==> src/rtl/static_branch_resolver.sv <==
module static_branch_resolver #(
  parameter int NENT = 8,
  parameter int AW   = 32,
  parameter int DW   = 16,
  parameter int CCN  = 4,
  localparam int IW  = $clog2(NENT),
  localparam int CSW = $clog2(CCN)
) (
  input  logic               clk,
  input  logic               rst_n,
  input  logic [NENT-1:0]    ent_valid,
  input  logic [NENT-1:0]    ent_isbr,
  input  logic [NENT-1:0]    ent_cond,
  input  logic [NENT-1:0]    ent_sense,
  input  logic [NENT*CSW-1:0] ent_ccsel,
  input  logic [NENT*DW-1:0] ent_disp,
  input  logic [NENT*AW-1:0] ent_pc,
  input  logic               cc_valid,
  input  logic [CCN-1:0]     cc_val,
  output logic               dec_valid,
  output logic [IW-1:0]      dec_idx,
  output logic               dec_taken,
  output logic               dec_spec,
  output logic [AW-1:0]      dec_target,
  output logic               redir_req
);

  logic [NENT-1:0] hit;
  logic [IW-1:0]   sel;
  logic            found;
  logic [DW-1:0]   disp;
  logic [AW-1:0]   pc;
  logic [CSW-1:0]  ccsel;
  logic            cond, taken, spec;

  assign hit   = ent_valid & ent_isbr;
  assign found = |hit;

  always_comb begin
    sel = '0;
    for (int i = NENT-1; i >= 0; i--)
      if (hit[i]) sel = IW'(i);
  end

  assign disp  = ent_disp[sel*DW +: DW];
  assign pc    = ent_pc[sel*AW +: AW];
  assign ccsel = ent_ccsel[sel*CSW +: CSW];
  assign cond  = ent_cond[sel];
  assign spec  = cond & ~cc_valid;
  assign taken = ~cond | (cc_valid ? (cc_val[ccsel] == ent_sense[sel]) : disp[DW-1]);

  always_ff @(posedge clk) begin
    if (!rst_n) begin
      dec_valid  <= 1'b0;
      dec_idx    <= '0;
      dec_taken  <= 1'b0;
      dec_spec   <= 1'b0;
      dec_target <= '0;
      redir_req  <= 1'b0;
    end else begin
      dec_valid  <= found;
      dec_idx    <= sel;
      dec_taken  <= found & taken;
      dec_spec   <= found & spec;
      dec_target <= found ? pc + {{(AW-DW){disp[DW-1]}}, disp} : '0;
      redir_req  <= found & taken;
    end
  end

endmodule


==> config.mk <==
export PLATFORM = sky130hd
export DESIGN_NAME = static_branch_resolver
export DESIGN_NICKNAME = d
export VERILOG_FILES = /design/src/rtl/static_branch_resolver.sv
export SDC_FILE = /design/constraint.sdc
export NUM_CORES = 1
export LEC_CHECK = 0
export BUFFER_PORTS_ARGS = -buffer_cell sky130_fd_sc_hd__buf_2
export CORE_AREA = 5 5 182 184
export DETAILED_ROUTE_END_ITERATION = 10
export DIE_AREA = 0 0 187 189
export PLACE_DENSITY = 0.57
export RECOVER_POWER = 100
export SLEW_MARGIN = 0
export SYNTH_ARGS = -nofsm -noshare
export SYNTH_HDL_FRONTEND = slang
export SYNTH_SLANG_ARGS = --single-unit
==> constraint.sdc <==
create_clock -name clk -period 6.1 [get_ports clk]
set_input_delay 0.305 -clock clk [delete_from_list [all_inputs] [get_ports clk]]
set_output_delay 0.305 -clock clk [all_outputs]
set_load 0.03 [all_outputs]
==> Word-level counts from Yosys, hierarchy flattened <==
Cells that the tools add are included.
{ "totals": {"word_cells": 36, "inputBits": 439, "regBits": 38, "output_inout_bits": 39} }
{ "classes": {"mux": 15, "n_bitwise": 7, "n_shift": 3, "add_sub_neg": 1, "eq_ne": 1, "reduce_logical": 2, "n_lt_le_gt_ge": 2} }
{ "op_table": {"columns": ["cell", "count"], "rows": [
  ["256-bit by 9-bit indexed part select with 32-bit output", 1],
  ["128-bit by 8-bit indexed part select with 16-bit output", 1],
  ["32-bit adder", 1],
  ["3-bit two-way mux", 8],
  ["16-bit by 5-bit indexed part select with 2-bit output", 1],
  ["8-bit AND", 1],
  ["8-bit OR reduction", 1],
  ["1-bit binary-select mux with 3-bit select", 2],
  ["3-bit by 4-bit less-than comparator with 1-bit output, second input constant", 1],
  ["1-bit two-way mux", 4],
  ["1-bit AND", 3],
  ["2-bit by 3-bit less-than comparator with 1-bit output, second input constant", 1],
  ["1-bit binary-select mux with 2-bit select", 1],
  ["1-bit NOT", 2],
  ["2-bit AND reduction", 1],
  ["1-bit equality test", 1],
  ["1-bit bitwise OR", 1]
]} }

==> Depth between registers and ports, before layout <==
Gate-level depths: netlist of the first run.
{ "logic_depth": {"ltp_word": 16, "mapped_depth": 22, "depth_no_buf": 18} }

==> Worst setup path before layout of the first run <==
Ideal clock, no wire load.
{ "synth_timing": {"path_type": "in2reg", "start": "input ent_valid[0]", "end": "register dec_target[28]", "required_ns": 6.038, "arrival_ns": 4.513, "n_path_buf": 3, "setup_ns": 0.062, "stages": 21, "slack_ns": 1.525, "cell_sequence": "and2_1 -> a21o_1 -> o22ai_1 -> a21oi_1 -> buf_2 -> clkbuf_1 -> buf_2 -> nand3_1 -> nand3_1 -> o21ai_0 -> ha_1 -> fa_1 -> a211oi_1 -> o21ai_0 -> a22oi_2 -> nor4_1 -> a311oi_2 -> o21ai_1 -> o41a_1 -> or3_1 -> nand3_1"} }
{ "synth_via": {"elab_chain_len": 4, "elab_cells_between_ends": 7, "classes_between": "add/sub: 1; shift: 2; mux: 1; bitwise: 1; reduce/logical: 2"} }
{ "synth_lines": {"columns": ["element", "line_no", "rtl"], "rows": [
  ["from (decl)", "11", "input logic [NENT-1:0] ent_valid,"],
  ["8-bit AND (*)", "36", "assign hit = ent_valid & ent_isbr;"],
  ["3-bit two-way mux", "42", "if (hit[i]) sel = IW'(i);"],
  ["256-bit by 9-bit indexed part select with 32-bit output or 128-bit by 8-bit indexed part select with 16-bit output (tied branches)", "46, 45", null],
  ["32-bit adder", "65", "dec_target <= found ? pc + {{(AW-DW){disp[DW-1]}}, disp} : '0;"],
  ["to (signal assigned)", "65", null],
  ["to (decl)", "24", "output logic [AW-1:0] dec_target,"]
]} }
Mark *: on every way between the ends. The rest lies on a longest branch, timed or not.
A chain may end at the register's enable or synchronous reset.

==> Final worst setup path of the first run <==
{ "layout_timing": {"start": "input ent_valid[0]", "end": "register dec_target[29]"} }
The elaborated chain is that of the path after synthesis.

==> key figures, run 1 <==
Run status
  • Outcome: finished with violations
  • Violated checks: capacitance limit, slew limit

Timing
  • WHS: 0.313 ns
  • Post-layout min period: 5.28 ns
  • Period Utilization, post-route: 86.5%
  • Setup TNS: 0 ns
  • RSZ-0062 raised after global routing: no
  • Fin worst setup slack: 0.821 ns
  • Final hold violation count: 0
  • Worst slew pin tran: 1.86 ns
  • Endpoints failing setup: 0
  • Max_slew headroom: -23.8%
  • Max Clk Rate: 189 MHz
  • Max-slew violations: 34

Clocking
  • Clock tree buffer depth: 2
  • Total setup buffers inserted after CTS: 0
  • CTS Hold Bufs: 0
  • Clock slew at reported path FFs: 0.07 ns
  • CTS Buf Count: 5
  • Post_cts resized: 0
  • Clk sinks: 38
  • Root Driver: clkbuf_16
  • CTS tree: done
  • CTS H-tree lvls: 2

Synthesis
  • Top FF cell, synth: dfxtp_1
  • Synth warnings: 0
  • Synthesized area: 0.00640 mm²
  • Mean Syn Cell Area: 5.61 µm²
  • Post-synth top area share: 25.6%
  • Synth area leader: nand2_1
  • Netlist cell types: 58
  • Cell count after synthesis: 1140
  • Synthesized Nets: 1611
  • Synth async-reset ratio: 0%
  • Main area contributors after synthesis: nand2_1, nand3_1, dfxtp_1
  • Post-synth EDFFs: 0
  • Sequential area share after synthesis: 11.9%
  • Yosys reg bits: 38

Pwr
  • P_leak: 4.96 nW
  • VDD IR max: 0.134 mV
  • Total power: 2.49 mW
  • PwrDens: 268 mW/mm²

Worst setup path
  • Startpoint types: input pin
  • CP Capture Type: register
  • Setup CP Type: input pin to register
  • Worst path arrival time: 5.39 ns
  • Worst-path maximum fanout: 53
  • CP required: 6.21 ns

Route
  • 1st-pass router iterations: 5
  • Post-DR wirelength/cell: 17.5 µm
  • Number of DRC markers in iteration 0: 538
  • Post-route antenna net violation count: 0
  • Routed Wire Length: 34400 µm
  • Via count: 9303
  • DRC viols: 0
  • Vias per inst: 4.75

Cells and area
  • Final instance area: 0.00930 mm²
  • # diodes: 0
  • Post-layout util: 29.8%
  • Final std cells w/o fill: 1960
  • Share of cells above drive strength 1: 30.6%
  • Area Overhead vs Synth: 45.3%
  • Nets: 2028

Min path
  • Hold path start: rst_n
  • Hold Path End: dec_idx[2]
  • Hold WC Path Type: input pin to register
  • Hold path cells: 3

GRT
  • Largest net degree at the start of global routing: 70
  • Initial antenna violation count: 0
  • GRT Overall Usage: 18.0%
  • First-pass GRT wire length: 50600 µm
  • Gr ovfl total: 0
  • Vias in the first global route: 9137

Placed design
  • Final Wtd Congestion: 0.886
  • Post-DP Area: 0.00917 mm²
  • Port buffer count: 477
  • Placed cells: 1952
  • Post-place setup slack: 0.919 ns
  • HPWL after DPL: 28400 µm

Floorplanning
  • Core Region: 0.0312 mm²
  • Die width: 187 µm
  • Die Footprint: 0.0353 mm²
  • Starting Density: 20.5%
  • Die H: 189 µm
  • Row Count: 65
  • Ports: 478

Flow run
  • Max-cap viol count: 1
-- report_power, final --
part / total [mW] / switching, mW / internal, mW
logic: 1.75 / 1.11 / 0.635
registers: 0.377 / 0.0336 / 0.343
clock network: 0.365 / 0.129 / 0.236
-- synthesized netlist by cell type (7+ instances only) --
library cell / count
clkbuf_1: 53
mux2i_1: 35
o21ai_0: 65
xnor2_1: 16
nand2_1: 437
dfxtp_1: 38
xor2_1: 7
buf_1: 7
a21oi_1: 26
nor3_1: 10
ha_1: 31
nand3_1: 241
a21o_1: 21
nor2_1: 43
buf_2: 19
and2_1: 7
inv_1: 10
-- metal layers --
layer / vias up / GRT usage (%) / wire [µm]
li1: 4713 / - / -
met1: 4166 / 22.9 / 14900
met2: 393 / 31.5 / 16700
met3: 31 / 3.89 / 2400
met4: 0 / 3.36 / 464
met5: - / 0 / 0
-- worst max path at each step --
| stage | slack [ns] | start | cells after the start | to |
|---|---|---|---|---|
| floorplan | 1.53 | ent_valid[0] | 21 | dec_target[28] |
| finish | 0.82 | ent_valid[0] | 19 | dec_target[29] |
| global placement | 1.02 | ent_valid[0] | 19 | dec_target[31] |
| global route | 0.38 | ent_valid[0] | 19 | dec_target[28] |
| detailed placement | 0.92 | ent_valid[0] | 19 | dec_target[29] |
| CTS | 1.23 | ent_valid[0] | 19 | dec_target[29] |
-- area by class of cell --
class / instances / area, µm²
inverters: 10 / 37.5
clock inverters: 3 / 68.8
well taps: 402 / 503
fillers: 3556 / 21900
multi-input cells: 1010 / 5310
clock buffers: 5 / 125
flip-flops and latches: 38 / 761
repair buffers: 492 / 2500
-- registers in the layout, indices dropped and copies added (netlist names) --
name and count:
dec_spec 1, dec_valid 1, dec_target 32, dec_idx 3, redir_req 1
-- critical path, stage by stage --
cell and delay (ns):
buf_2 0.09, and2_0 0.20, a21oi_1 0.57, and2_4 0.62
buf_4 0.51, nand2_1 0.12, nand3_1 0.09, nand3_1 0.08
o21ai_0 0.17, ha_1 0.31, a211oi_1 0.27, o21ai_0 0.22
a31oi_1 0.39, nor2_1 0.13, nor4_1 0.69, o21ai_0 0.22
o21ai_0 0.14, xor2_1 0.16, nor2_1 0.05
-- layout by cell type, fill, tap and decap left out, types with 2 or more instances in the layout --
cell type | Yosys | final
o22ai_1 | 2 | 2
mux4_2 | 2 | 2
a21boi_0 | 2 | 2
ha_1 | 31 | 31
nor2b_1 | 4 | 4
xnor2_1 | 16 | 16
o21ai_0 | 65 | 65
a21oi_1 | 26 | 26
buf_4 | 2 | 10
a21o_1 | 21 | 20
a31oi_1 | 3 | 3
o21bai_1 | 3 | 3
clkbuf_16 | 0 | 5
and2_0 | 0 | 4
and2_1 | 7 | 2
bufinv_16 | 0 | 2
nand4_1 | 2 | 2
xor2_1 | 7 | 7
nor2_1 | 43 | 43
or3_1 | 4 | 4
buf_2 | 19 | 438
a22oi_1 | 2 | 3
nand3_1 | 241 | 241
mux2i_1 | 35 | 35
dfxtp_1 | 38 | 38
clkbuf_1 | 53 | 40
nor4_1 | 3 | 3
o31a_1 | 2 | 2
o21a_1 | 3 | 3
o31ai_1 | 2 | 2
inv_1 | 10 | 10
buf_12 | 0 | 4
nand2b_1 | 4 | 4
nand2_1 | 437 | 437
nor3_1 | 10 | 10
and3_1 | 2 | 2
a211oi_1 | 5 | 5
mux2_2 | 3 | 3
-- cell families after synthesis --
family                     count (synthesis)  share of synthesized area [%]
AOI/OAI and AO/OA                        152                           14.7
xor gates and xnor gates                  23                           3.15
adders and majority gates                 32                           6.37
buffers and inverters                     92                           5.91
DFF                                       38                           11.9
muxes                                     41                           6.92
and+or+nand+nor                          762                           51.1
(Power assumes the default switching activity.)
==> run 2, diff against run 1 <==
- CTS_BUF_LIST: default -> sky130_fd_sc_hd__clkbuf_8
==> key figures, run 2 (synthesis gave the netlist of run 1 again) <==
Run status
  • Outcome: finished with violations
  • Violated checks: capacitance limit, slew limit

Worst setup path
  • Setup CP Type: input pin to register
  • Worst path arrival time: 5.35 ns (-0.04 ns)
  • CP Capture Type: register
  • Startpoint types: input pin
  • Worst-path maximum fanout: 53 (unchanged)
  • CP required: 6.24 ns (+0.03 ns)

Timing
  • Worst slew pin tran: 1.86 ns (+0.00237 ns)
  • Max_slew headroom: -24.0% (-0.16 points)
  • Max-slew violations: 34 (unchanged)
  • Final hold violation count: 0 (unchanged)
  • Max Clk Rate: 192 MHz (+1.3%)
  • WHS: 0.283 ns (-0.0296 ns)
  • Period Utilization, post-route: 85.4% (-1.1 points)
  • Setup TNS: 0 ns (unchanged)
  • RSZ-0062 raised after global routing: no
  • Endpoints failing setup: 0 (unchanged)
  • Post-layout min period: 5.21 ns (-0.0682 ns)

Pwr
  • PwrDens: 261 mW/mm² (-2.7%)
  • VDD IR max: 0.116 mV (-14%)
  • P_leak: 4.94 nW (-0.52%)

Min path
  • Hold path start: rst_n
  • Hold WC Path Type: input pin to register
  • Hold Path End: dec_idx[2]
  • Hold path cells: 3 (unchanged)

Floorplanning
  • Starting Density: 20.5% (unchanged)
  • Die Footprint: 0.0353 mm² (unchanged)
  • Core Region: 0.0312 mm² (unchanged)
  • Ports: 478 (unchanged)
  • Row Count: 65 (unchanged)
  • Die width: 187 µm (unchanged)
  • Die H: 189 µm (unchanged)

GRT
  • GRT Overall Usage: 18.0% (about the same)
  • Gr ovfl total: 0 (unchanged)
  • First-pass GRT wire length: 50600 µm (about the same)
  • Largest net degree at the start of global routing: 70 (unchanged)
  • Vias in the first global route: 9131 (-0.066%)
  • Initial antenna violation count: 0 (unchanged)

Cells and area
  • Fill cell count: 3563 (+0.20%)
  • Multi-input gate area: 0.00531 mm² (unchanged)
  • Top flop regs: dec_target (32), dec_idx (3)
  • Share of cells above drive strength 1: 30.6% (unchanged)
  • Commonest cells after routing, fill and taps aside: buf_2, nand2_1, nand3_1
  • Nets: 2028 (unchanged)
  • Top reg by flops: dec_target
  • # diodes: 0 (unchanged)
  • Commonest non-fill, non-tap cell in the layout: buf_2
  • Register area: 761 µm² (unchanged)
  • Area Overhead vs Synth: 44.4%
  • Largest register FFs: 32 (unchanged)

Clocking
  • Total setup buffers inserted after CTS: 0 (unchanged)
  • Post_cts resized: 0 (unchanged)
  • Clock slew at reported path FFs: 0.11 ns (+0.04 ns)
  • Clock tree buffer depth: 2 (unchanged)
  • CTS tree: done
  • Clk sinks: 38 (unchanged)
  • CTS H-tree lvls: 2 (unchanged)
  • Root Driver: clkbuf_8
  • CTS Hold Bufs: 0 (unchanged)
  • CTS Buf Count: 5 (unchanged)

Flow run
  • Max-cap viol count: 1 (unchanged)

Route
  • Post-DR wirelength/cell: 17.5 µm (about the same)
  • 1st-pass router iterations: 5 (unchanged)
  • DRC viols: 0 (unchanged)
  • Routed Wire Length: 34400 µm (about the same)
  • Number of DRC markers in iteration 0: 553 (+2.8%)
  • Via count: 9269 (-0.37%)
  • Vias per inst: 4.73 (-0.37%)
  • Post-route antenna net violation count: 0 (unchanged)

Placed design
  • HPWL after DPL: 28400 µm (unchanged)
  • Port buffer count: 477 (unchanged)
  • Final Wtd Congestion: 0.886 (unchanged)
==> run 2: metrics by stage <==
stage | area [µm²] | util (%) | total power [mW] | cells | setup WS (ns)
after floorplan | 6400 | - | 1.58 | 1140 | 1.53
after global placement | 9170 | 29.3 | 2.17 | 1952 | 1.02
after detailed placement | 9170 | 29.3 | 2.17 | 1952 | 0.919
after CTS | 9300 | 29.8 | 2.48 | 1960 | 1.27
after global routing | 9240 | 29.6 | 2.63 | 1960 | 0.416
final | 9240 | 29.6 | 2.41 | 1960 | 0.889
==> run 2: worst max-delay path: stages <==
cell and delay [ns]:
buf_2 0.09, and2_0 0.20, a21oi_1 0.57, and2_4 0.62
buf_4 0.52, nand2_1 0.11, nand3_1 0.09, nand3_1 0.08
o21ai_0 0.17, ha_1 0.31, a211oi_1 0.27, o21ai_0 0.22
a31oi_1 0.39, nor2_1 0.13, nor4_1 0.65, o21ai_0 0.22
o21ai_0 0.14, xor2_1 0.16, nor2_1 0.05
==> run 2: worst max path at each step <==
| stage | startpoint | endpoint | slack [ns] | depth (start not counted) |
|---|---|---|---|---|
| 2_1_floorplan | ent_valid[0] | dec_target[28] | 1.53 | 21 |
| 3_3_place_gp | ent_valid[0] | dec_target[31] | 1.02 | 19 |
| 3_5_place_dp | ent_valid[0] | dec_target[29] | 0.92 | 19 |
| 4_1_cts | ent_valid[0] | dec_target[29] | 1.27 | 19 |
| 5_1_grt | ent_valid[0] | dec_target[28] | 0.42 | 19 |
| 6_report | ent_valid[0] | dec_target[29] | 0.89 | 19 |
==> run 2: final cells by class <==
cell class	instances	share of cell area (%)
repair buffers	492	27.0
multi-input cells	1010	57.4
clock buffers	5	0.745
flip-flops and latches	38	8.23
clock inverters	3	0.745
inverters	10	0.406
well taps	402	5.44
==> run 2: per-layer routing <==
layer,part of all wire [%],vias to the layer above,global-route usage [%]
met1,43,4143,22.9
li1,-,4716,-
met2,48,381,31.5
met3,6.9,29,3.89
met4,1.4,0,3.36
met5,0,-,0
==> run 2: report_power, final <==
| part | internal [mW] | leakage, nW | total, mW | switching, mW |
|---|---|---|---|---|
| Combinational | 0.635 | 4.55 | 1.75 | 1.11 |
| Clock | 0.164 | 0.0683 | 0.286 | 0.122 |
| Sequential | 0.343 | 0.316 | 0.376 | 0.0334 |
==> run 3, diff against run 2 <==
- CORE_AREA: 5 5 182 184 -> 2 2 184 186
- DIE_AREA: 0 0 187 189 -> 0 0 186 188
- PLACE_DENSITY: 0.57 -> 0.55
==> key figures, run 3 (synthesis gave the netlist of run 1 again) <==
Placed design
  • Port buffer count: 477 (unchanged)
  • Final Wtd Congestion: 0.913 (+3.1%)
  • HPWL after DPL: 29300 µm (+3.2%)
  • Placed cells: 2001 (+2.5%)

Worst setup path
  • CP required: 6.37 ns (+0.13 ns)
  • Worst path depth: 19 (unchanged)
  • CP Buf/Inv Count: 2 (unchanged)
  • Startpoint types: input pin
  • Worst-path maximum fanout: 48 (-9.4%)
  • CP startpoint: ent_valid[0]
  • CP delay by family, top: compound AO/OA/AOI/OAI gates
  • Slowest-stage cell, CP: and2_4
  • Critical path, cell by cell: buf_2 > and2_0 > a21oi_1 > and2_4 > buf_4 > nand2_1 > nand3_1 > nand2_1 > o21ai_0 > ha_1 > a211oi_1 > o21ai_0 > a22oi_1 > nor4_1 > a311oi_2 > o21ai_1 > o41a_1 > or3_1 > nand3_1
  • Worst path arrival time: 5.45 ns (+0.10 ns)
  • CP Capture Type: register
  • CP peak stage delay: 0.59 ns (-0.06 ns)
  • Setup CP Type: input pin to register

Timing
  • Setup TNS: 0 ns (unchanged)
  • RSZ-0062 raised after global routing: no
  • Endpoints failing setup: 0 (unchanged)
  • Post-layout min period: 5.19 ns (-0.0257 ns)
  • WHS: 0.290 ns (+0.00616 ns)
  • Max-slew violations: 34 (unchanged)
  • Worst slew pin tran: 1.76 ns (-0.102 ns)
  • Max_slew headroom: -17.2% (+6.8 points)
  • Max Clk Rate: 193 MHz (+0.50%)
  • Period Utilization, post-route: 85.0% (-0.42 points)
  • Final hold violation count: 0 (unchanged)

Floorplanning
  • Ports: 478 (unchanged)
  • Core Region: 0.0331 mm² (+6.0%)
  • Die H: 188 µm (-0.53%)
  • Starting Density: 19.3% (-1.2 points)
  • Die width: 186 µm (-0.53%)
  • Row Count: 67 (+3.1%)
  • Die Footprint: 0.0350 mm² (-1.1%)

Cells and area
  • Nets: 2031 (+0.15%)
  • Share of cells above drive strength 1: 30.7% (+0.13 points)
  • Commonest cells after routing, fill and taps aside: buf_2, nand2_1, nand3_1
  • Top flop regs: dec_target (32), dec_idx (3)
  • Final std cells w/o fill: 2013 (+2.7%)
  • Area Overhead vs Synth: 45.8%
  • Top reg by flops: dec_target
  • Commonest non-fill, non-tap cell in the layout: buf_2
  • Largest register FFs: 32 (unchanged)

Min path
  • Hold path cells: 3 (unchanged)
  • Hold WC Path Type: input pin to register
  • Hold path start: rst_n

Clocking
  • Clock tree buffer depth: 2 (unchanged)
  • Post_cts resized: 0 (unchanged)
  • CTS Hold Bufs: 0 (unchanged)
  • Clock slew at reported path FFs: 0.09 ns (-0.02 ns)
  • Total setup buffers inserted after CTS: 0 (unchanged)
  • CTS Buf Count: 5 (unchanged)
  • Clk sinks: 38 (unchanged)
  • CTS H-tree lvls: 2 (unchanged)
  • Root Driver: clkbuf_8
  • CTS tree: done

Route
  • Highest routed layer: met4
  • Number of DRC markers in iteration 0: 471 (-15%)
  • Wire length on met1: 15400 µm (+3.6%)
  • Vias per inst: 4.64 (-1.8%)
  • Post-DR wirelength/cell: 17.5 µm (-0.39%)
  • Metal2 WL: 17200 µm (+3.3%)
  • Met3 WL: 2220 µm (-6.1%)
  • Routed Wire Length: 35200 µm (+2.3%)
  • DRC viols: 0 (unchanged)
  • Via count: 9350 (+0.87%)
  • 1st-pass router iterations: 5 (unchanged)
  • Post-route antenna net violation count: 0 (unchanged)

Flow run
  • Max-cap viol count: 1 (unchanged)

GRT
  • GRT Overall Usage: 19.1% (+1.1 points)
  • Gr ovfl total: 0 (unchanged)
  • First-pass GRT wire length: 50600 µm (about the same)
  • Initial antenna violation count: 6 (+6)
  • Largest net degree at the start of global routing: 81 (+16%)
  • Vias in the first global route: 8955 (-1.9%)

Run status
  • Outcome: finished with violations
  • Violated checks: capacitance limit, slew limit

Pwr
  • PwrDens: 260 mW/mm² (-0.25%)
  • P_leak: 4.95 nW (+0.29%)
  • VDD IR max: 0.104 mV (-10%)
-- run 3: cell count changes in the layout (fill, tap and decap cells not counted), sizes merged --
cell,before,now
diode,0,4
buf,452,455
-- run 3: cell type report --
class,count,area [µm²]
clock inverters,3,68.8
inverters,10,37.5
flip-flops and latches,38,761
well taps,448,561
multi-input cells,1010,5310
clock buffers,5,68.8
fillers,3878,23800
repair buffers,495,2520
diodes,4,10.0
-- run 3: where the power goes --
| part | switching, mW | leakage [nW] | internal (mW) |
|---|---|---|---|
| Combinational | 1.13 | 4.57 | 0.637 |
| Sequential | 0.0382 | 0.316 | 0.343 |
| Clock | 0.118 | 0.0684 | 0.164 |
-- run 3: final timing paths --
check | end | slack [ns]
min | dec_idx[2] | 0.29
max | dec_target[28] | 0.91
-- run 3: stage by stage --
stage	power (mW)	utilization [%]	cell area, µm²	setup slack [ns]
after floorplan	1.58	-	6400	1.53
after global placement	2.19	27.9	9250	1.04
after detailed placement	2.19	27.9	9250	1.01
after CTS	2.49	28.3	9380	1.35
after global routing	2.65	28.2	9330	0.490
final	2.43	28.2	9330	0.915
-- run 3: tightest hold or removal path, cell delays in order --
cell and delay [ns]:
buf_2 0.12, inv_1 0.09, nor2_1 0.05
-- run 3: per-layer routing --
metal  global-route usage, %  up-vias
met2                    33.2      344
met5                       0        -
met3                    3.15       20
met1                    24.8     4257
li1                        -     4729
met4                    3.12        0
